$ cat src/rtl/mbox_pkg.sv
package mbox_pkg;

  // Mailbox selector encoding shared by both access ports.
  typedef enum logic {
    BOX_TO_DSP = 1'b0,
    BOX_TO_CPU = 1'b1
  } box_e;

  localparam int NBOX = 2;

  // Half selector encoding.
  localparam logic HALF_LO = 1'b0;
  localparam logic HALF_HI = 1'b1;

endpackage

$ cat src/rtl/mbox_arb.sv
// Per-mailbox access resolution: picks the winning writer (port A first)
// and detects a lower-half read that acknowledges the message.
module mbox_arb #(
  parameter int HW   = 16,
  parameter int IDX  = 0
) (
  input  logic          a_en,
  input  logic          a_wr,
  input  logic          a_box,
  input  logic          a_hi,
  input  logic [HW-1:0] a_wdata,
  input  logic          b_en,
  input  logic          b_wr,
  input  logic          b_box,
  input  logic          b_hi,
  input  logic [HW-1:0] b_wdata,
  output logic          wr_hi,
  output logic          wr_lo,
  output logic [HW-1:0] wdata,
  output logic          rd_ack
);
  import mbox_pkg::*;

  localparam logic MY_BOX = (IDX == 0) ? BOX_TO_DSP : BOX_TO_CPU;

  logic a_hit, b_hit;
  logic a_w, b_w;
  logic any_w, sel_hi;

  always_comb begin
    a_hit  = a_en && (a_box == MY_BOX);
    b_hit  = b_en && (b_box == MY_BOX);
    a_w    = a_hit && a_wr;
    b_w    = b_hit && b_wr;
    any_w  = a_w || b_w;
    // Fixed priority: port A wins a same-cycle write collision.
    sel_hi = a_w ? a_hi : b_hi;
    wdata  = a_w ? a_wdata : b_wdata;
    wr_hi  = any_w && (sel_hi == HALF_HI);
    wr_lo  = any_w && (sel_hi == HALF_LO);
    rd_ack = (a_hit && !a_wr && (a_hi == HALF_LO)) ||
             (b_hit && !b_wr && (b_hi == HALF_LO));
  end

endmodule

$ cat src/rtl/mbox_reg.sv
// One mailbox word with the pending flag in its top bit.
module mbox_reg #(
  parameter int HW = 16,
  localparam int W = 2 * HW
) (
  input  logic          clk,
  input  logic          rst_n,
  input  logic          wr_hi,
  input  logic          wr_lo,
  input  logic [HW-1:0] wdata,
  input  logic          rd_ack,
  output logic [W-1:0]  word
);

  logic [W-1:0] word_q;

  always_ff @(posedge clk or negedge rst_n) begin
    if (!rst_n) begin
      word_q <= '0;
    end else if (wr_hi) begin
      // Upper half replaced; the flag is dropped so a partial message is not pending.
      word_q <= {1'b0, wdata[HW-2:0], word_q[HW-1:0]};
    end else if (wr_lo) begin
      // Lower half replaced; the flag commits the message.
      word_q <= {1'b1, word_q[W-2:HW], wdata};
    end else if (rd_ack) begin
      word_q[W-1] <= 1'b0;
    end
  end

  assign word = word_q;

endmodule

$ cat src/rtl/mbox_irq.sv
// Interrupt-request register: bit 0 raises a host pulse, other non-zero values warn.
module mbox_irq #(
  parameter int HW = 16
) (
  input  logic          clk,
  input  logic          rst_n,
  input  logic          irq_wr,
  input  logic [HW-1:0] irq_wdata,
  output logic          host_irq,
  output logic          irq_warn
);

  logic fire_d, warn_d;
  logic fire_q, warn_q;

  always_comb begin
    fire_d = irq_wr && irq_wdata[0];
    warn_d = irq_wr && !irq_wdata[0] && (|irq_wdata[HW-1:1]);
  end

  always_ff @(posedge clk or negedge rst_n) begin
    if (!rst_n) begin
      fire_q <= 1'b0;
      warn_q <= 1'b0;
    end else begin
      fire_q <= fire_d;
      warn_q <= warn_d;
    end
  end

  assign host_irq = fire_q;
  assign irq_warn = warn_q;

endmodule

$ cat src/rtl/mbox_pair_top.sv
module mbox_pair_top #(
  parameter int HW = 16,
  localparam int W = 2 * HW
) (
  input  logic          clk,
  input  logic          rst_n,
  input  logic          a_en,
  input  logic          a_wr,
  input  logic          a_box,
  input  logic          a_hi,
  input  logic [HW-1:0] a_wdata,
  output logic [HW-1:0] a_rdata,
  input  logic          b_en,
  input  logic          b_wr,
  input  logic          b_box,
  input  logic          b_hi,
  input  logic [HW-1:0] b_wdata,
  output logic [HW-1:0] b_rdata,
  input  logic          irq_wr,
  input  logic [HW-1:0] irq_wdata,
  output logic          host_irq,
  output logic          irq_warn,
  output logic          pend_to_dsp,
  output logic          pend_to_cpu,
  output logic [W-1:0]  peek_to_dsp,
  output logic [W-1:0]  peek_to_cpu
);
  import mbox_pkg::*;

  logic [W-1:0] box_word [NBOX];

  for (genvar g = 0; g < NBOX; g++) begin : g_box
    logic          wr_hi, wr_lo, rd_ack;
    logic [HW-1:0] wdata;

    mbox_arb #(.HW(HW), .IDX(g)) u_arb (
      .a_en    (a_en),
      .a_wr    (a_wr),
      .a_box   (a_box),
      .a_hi    (a_hi),
      .a_wdata (a_wdata),
      .b_en    (b_en),
      .b_wr    (b_wr),
      .b_box   (b_box),
      .b_hi    (b_hi),
      .b_wdata (b_wdata),
      .wr_hi   (wr_hi),
      .wr_lo   (wr_lo),
      .wdata   (wdata),
      .rd_ack  (rd_ack)
    );

    mbox_reg #(.HW(HW)) u_reg (
      .clk    (clk),
      .rst_n  (rst_n),
      .wr_hi  (wr_hi),
      .wr_lo  (wr_lo),
      .wdata  (wdata),
      .rd_ack (rd_ack),
      .word   (box_word[g])
    );
  end

  mbox_irq #(.HW(HW)) u_irq (
    .clk       (clk),
    .rst_n     (rst_n),
    .irq_wr    (irq_wr),
    .irq_wdata (irq_wdata),
    .host_irq  (host_irq),
    .irq_warn  (irq_warn)
  );

  logic [W-1:0] a_sel_word, b_sel_word;

  always_comb begin
    a_sel_word = box_word[a_box];
    b_sel_word = box_word[b_box];
    a_rdata    = (a_hi == HALF_HI) ? a_sel_word[W-1:HW] : a_sel_word[HW-1:0];
    b_rdata    = (b_hi == HALF_HI) ? b_sel_word[W-1:HW] : b_sel_word[HW-1:0];
  end

  assign peek_to_dsp = box_word[BOX_TO_DSP];
  assign peek_to_cpu = box_word[BOX_TO_CPU];
  assign pend_to_dsp = box_word[BOX_TO_DSP][W-1];
  assign pend_to_cpu = box_word[BOX_TO_CPU][W-1];

endmodule

$ cat config.mk
export PLATFORM = sky130hd
export DESIGN_NAME = mbox_pair_top
export DESIGN_NICKNAME = d
export VERILOG_FILES = /design/src/rtl/mbox_pkg.sv /design/src/rtl/mbox_arb.sv /design/src/rtl/mbox_reg.sv /design/src/rtl/mbox_irq.sv /design/src/rtl/mbox_pair_top.sv
export SDC_FILE = /design/constraint.sdc
export NUM_CORES = 1
export LEC_CHECK = 0
export ABC_AREA = 1
export BUFFER_PORTS_ARGS = -buffer_cell sky130_fd_sc_hd__buf_2
export CAP_MARGIN = 40
export CELL_PAD_IN_SITES_DETAIL_PLACEMENT = 1
export CELL_PAD_IN_SITES_GLOBAL_PLACEMENT = 2
export CORE_ASPECT_RATIO = 0.5
export CORE_MARGIN = 10
export CORE_UTILIZATION = 23
export DETAILED_ROUTE_END_ITERATION = 16
export PLACE_DENSITY = 0.87
export SLEW_MARGIN = 20
export SYNTH_ARGS = -nofsm -noshare
export SYNTH_HDL_FRONTEND = slang
export SYNTH_SLANG_ARGS = --single-unit
$ cat constraint.sdc
create_clock -name clk -period 1.07 [get_ports clk]
set_clock_uncertainty 0.15 [all_clocks]
set_input_delay 0.0535 -clock clk [delete_from_list [all_inputs] [get_ports clk]]
set_output_delay 0.0535 -clock clk [all_outputs]
set_load 0.01 [all_outputs]
### After elaboration in Yosys (flattened, before gate mapping)

Index checks and enable logic that the tools add are counted.

* word-level logic and storage cells: 75
* input bits: 59
* output and inout bits: 100
* flip-flop bits (word level): 66

* order comparisons: 2
* multiplexer cells: 20
* bitwise gates (word level): 10
* reduce and logical (&&, ||, !) cells: 35

Operators by type and width (count)
* 32-bit 2-to-1 mux: 8
* 16-bit 2-to-1 mux: 6
* 1-bit logical AND: 23
* 15-bit OR reduction: 1
* 1-bit NOT: 8
* 1-bit 2-to-1 mux: 6
* 3-bit nonzero test: 2
* 2-bit >= comparator (second input constant): 2
* 1-bit logical OR: 4
* 1-bit NOT with 2-bit output: 2
* 2-bit AND reduction: 2
* 1-bit zero test: 3

### Logic depth before layout (Yosys ltp)

* depth after elaboration: 8
* depth in mapped cells: 9
* gate-level depth less buffers: 7

### Cells and area by module

From an unflattened synthesis, not the netlist that was laid out.

* cell total of the unflattened synthesis: 751
* area total of the unflattened synthesis: 4853.4 µm²

Modules (own cells, without submodules)
* mbox_reg: cells an instance 138, sequential area each 800.8 µm², area an instance 1281.2 µm², instances 2
* mbox_pair_top: cells an instance 314, sequential area each 0.0 µm², area an instance 1390.1 µm², instances 1
* mbox_arb at g_box[0].u_arb: cells an instance 71, sequential area each 0.0 µm², area an instance 392.9 µm², instances 1
* mbox_arb at g_box[1].u_arb: cells an instance 69, sequential area each 0.0 µm², area an instance 385.4 µm², instances 1
* mbox_irq: cells an instance 21, sequential area each 50.0 µm², area an instance 122.6 µm², instances 1

### Worst setup path after synthesis

No wires, ideal clock.

* path kind: input-to-reg
* from: input port a_box
* to: register g_box[0].u_reg.word_q[0]
* arrival: 0.971 ns
* library setup time: 0.117 ns
* cell stages on the path: 8
* slack: -0.168 ns
* path buffers: 2
* data required time: 0.803 ns
* cells stage by stage: buf_2 > inv_2 > nand3_4 > nand2_2 > nand3_2 > buf_2 > nand2_1 > nand2_1

* longest elaborated chain between the ends: 7
* elaborated cells on any way between the ends: 11
* classes of those cells: mux (2); bitwise (3); reduce/logical (6)

RTL lines
* start: declaration: line mbox_pair_top.sv:9 `input logic a_box,`
* 1-bit NOT (*): line mbox_arb.sv:31 `a_hit = a_en && (a_box == MY_BOX);`
* 1-bit logical AND (*): line mbox_arb.sv:31
* 1-bit logical AND (*): line mbox_arb.sv:33 `a_w = a_hit && a_wr;`
* 1-bit 2-to-1 mux or 1-bit logical OR (tied branches): line mbox_arb.sv:37, mbox_arb.sv:35
* 1-bit logical AND or 1-bit NOT (tied branches): line mbox_arb.sv:39, mbox_arb.sv:40
* 1-bit NOT (no source line) or 1-bit logical AND (tied branches)
* 2-bit AND reduction (no source line)
* end signal: assignment: line mbox_reg.sv:22 `word_q <= {1'b0, wdata[HW-2:0], word_q[HW-1:0]};`
* end signal: assignment: line mbox_reg.sv:25 `word_q <= {1'b1, word_q[W-2:HW], wdata};`
* end: declaration: line mbox_reg.sv:15 `logic [W-1:0] word_q;`

Every way passes the cells marked *; elsewhere a longest branch is shown, timed or not.
A chain may end at the register's enable or synchronous reset.

### Worst setup path after layout

* from: register g_box[0].u_reg.word_q[22]
* to: output port b_rdata[6]

* longest elaborated chain between the ends: 4

RTL lines
* 32-bit 2-to-1 mux (implied by the code) (3 in series): line mbox_pair_top.sv:77 `b_sel_word = box_word[b_box];`
* 16-bit 2-to-1 mux: line mbox_pair_top.sv:79 `b_rdata = (b_hi == HALF_HI) ? b_sel_word[W-1:HW] : b_sel_word[HW-1:0];`
* end: declaration: line mbox_pair_top.sv:18 `output logic [HW-1:0] b_rdata,`

Every way passes these cells. The select of a mux whose other input is x is not followed.

==> flow_summary_export.csv <==
group,metric,value,unit
layout,instances_no_fill,1148,
logic_synthesis,yosysTopAreaCell,"dfrtp_1",
detailed_routing,drtIter0Drc,363,
logic_synthesis,synth_ff_type,"dfrtp_1",
floorplan,die-area,24300,um2
grt,grt_pass1_vias,6073,
clock_tree,path_clk_slew,0.06,ns
logic_synthesis,ys_ff_latch,66,
timing,fin_ws,-0.370,ns
logic_synthesis,avgSynthCellArea,6.80,um2
logic_synthesis,synth_nets,675,
setup_path,critPathRequiredTime,0.87,ns
timing,setup_violations,109,
logic_synthesis,synth-async-reset-ratio,100,%
clock_tree,cts_max_level,3,
logic_synthesis,synthTopCellsByCount,"nand2_1 (216), nor2_1 (75), dfrtp_1 (66)",
logic_synthesis,yosys_warnings,0,
logic_synthesis,synth_most_common_cell,"nand2_1",
grt,gr-total-overflow,0,
setup_path,crit_path_end_kind,"output pin",
clock_tree,root_buffer,"clkbuf_16",
timing,fmax,695,MHz
detailed_routing,vias_per_cell,5.19,
logic_synthesis,ys_seq_area_share,39.4,%
floorplan,io_pins,159,
logic_synthesis,synth_area,4190,um2
timing,setup-tns-final,-21.92,ns
clock_tree,worstSkewPairLatency,0.34,ns
timing,post-route-period-util,135,%
grt,grt_max_degree,67,
timing,worstMarginPinSlew,0.400,ns
timing,slew_viol_final,0,
floorplan,coreArea,17600,um2
detailed_routing,drtPass1Iterations,4,
logic_synthesis,synth_edf_count,0,
power,leakagePower,3.93,nW
logic_synthesis,ys_types,22,
place,post-place-cells,1048,
timing,hold_viol_final,0,
detailed_routing,vias,5961,
detailed_routing,drt-total-wl,27.0,mm
outcome,failed_checks,"negative setup slack",
layout,final_nets,966,
logic_synthesis,synth_area_leaders,"dfrtp_1 (39%), nand2_1 (19%), nand3_1 (7.8%)",
min_path,hold_class,"in2reg",
timing,grt_setup_unrepaired,"true",
setup_path,critPathMaxFanout,3,
place,place.gp.congestion,0.928,
floorplan,start_util,23.8,%
place,hpwl,18.4,mm
detailed_routing,drc,0,
run,drv_cap,0,
detailed_routing,ant_nets,0,
setup_path,worst-setup-path-type,"reg2out",
logic_synthesis,synthCells,616,
layout,area_growth,91.9,%
layout,final_util,45.6,%
grt,grt_antenna_before_repair,2,
power,power_density,1630,nW/um2
grt,grt_use_total,20.8,%
place,io_buffers,158,
clock_tree,cts_tree,"done",
setup_path,arrival,1.24,ns
floorplan,die_h,115,um
clock_tree,numCtsBuffers,9,
setup_path,startpoint_type,"flop",
logic_synthesis,netlist.area_leader.share,39.4,%
clock_tree,clockBufferDepth,2,
outcome,status,"complete, but fails checks",
timing,slew_headroom,73.3,%
clock_tree,cts_sinks,66,
timing,fin_crit,1.44,ns
grt,grt_pass1_wl,38.4,mm
floorplan,rows,34,
floorplan,fp.dieW,211,um
detailed_routing,routedWlPerCell,23.5,um
power,irDropWorstVdd,0.816,mV
layout,final_layout_size_suffix_gt1_share,53.1,%
## flip-flops by register name (all words and copies together), names as in the netlist
register / cells
g_box.u_reg.word: 64
u_irq.host_irq: 1
u_irq.irq_warn: 1
## report_power, final
group          switching (mW)  internal (mW)
combinational            2.83           3.23
sequential              0.985           3.10
clock                    1.22           1.70
## routing by layer
| layer | global-route usage, % | part of all wire (%) | vias to the layer above |
|---|---|---|---|
| met3 | 3.93 | 7.0 | 46 |
| met1 | 27.1 | 42 | 3036 |
| met2 | 35.0 | 49 | 220 |
| met4 | 5.51 | 1.7 | 0 |
| li1 | - | - | 2659 |
| met5 | 0 | 0 | - |
## area by class of cell
type / count / area (um2)
Antenna cell: 2 / 5.00
Timing Repair Buffer: 326 / 2950
Multi-Input combinational cell: 493 / 2740
Clock buffer: 11 / 253
Fill cell: 2167 / 9580
Sequential cell: 66 / 1710
Tap cell: 234 / 293
Clock inverter: 5 / 38.8
Inverter: 11 / 48.8
## cells by family (layout without fill, tap and decap cells)
logic type	Yosys count	after routing	share of synthesized area [%]
DFF	66	66	39.4
other	0	2	0
and+or+nand+nor	394	394	41.1
buffers and inverters	57	353	6.54
AOI/OAI and AO/OA	99	99	12.9
## metrics by stage
step                      cell area [um2]  hold slack, ns  power [mW]  worst slack [ns]
after floorplan                      4360          -0.392        5.25           -0.0776
after global placement               5940         -0.0480        7.67            -0.267
after detailed placement             5940         -0.0332        7.75            -0.334
after CTS                            7500        0.000437        12.2            -0.353
after global routing                 8040          0.0334        13.6            -0.398
final                                8040         0.00503        13.1            -0.370
## cells in the final DEF (no fill, tap or decap), types with 2 or more instances in the layout
cell type      instances
clkbuf_16              9
o21ai_1               23
nand2_1              188
dfrtp_2               47
nand4_1               20
inv_1                  8
clkbuf_4               2
dfrtp_1               19
nor2_4                 2
nand3_2                7
nand3_1               58
nand2_2               31
o22ai_1               16
nor2_1                51
clkinvlp_4             4
clkbuf_8               2
diode_2                2
nor2_2                22
buf_2                 92
nand3_4                5
buf_6                130
inv_2                  2
dlygate4sd3_1         42
buf_4                 49
o21ai_2               41
o22ai_2               16
buf_12                11
nand2_4                8
## worst max-delay path, cell delays in order, from the launching register on
cell and delay, ns:
dfrtp_1 0.40, o21ai_1 0.08, o22ai_1 0.24, buf_2 0.18
## what timing repair did
item,in CTS,in global routing
hold buffers,42,0
setup endpoints to repair,99,143
endpoints found under the hold margin,95,0
resized for setup,220,170
buffers inserted,27,37
pin swaps,40,45
gates cloned,0,0
## final timing paths
path                                              start                 endpoint  slack (ns)  cells past startpoint
worst max register to register  g_box[0].u_reg.word[29]  g_box[0].u_reg.word[29]       -0.12                      5
max in group asynchronous                         rst_n  g_box[1].u_reg.word[13]        0.26                      3
min in group asynchronous                         rst_n   g_box[0].u_reg.word[1]        0.14                      3
worst min register to register   g_box[1].u_reg.word[2]   g_box[1].u_reg.word[2]        0.41                      2
worst max-delay path            g_box[0].u_reg.word[22]               b_rdata[6]       -0.37                      3
worst min-delay path                         a_wdata[8]  g_box[0].u_reg.word[24]       0.005                      5
No activity file was read; power rests on OpenSTA's default activity.
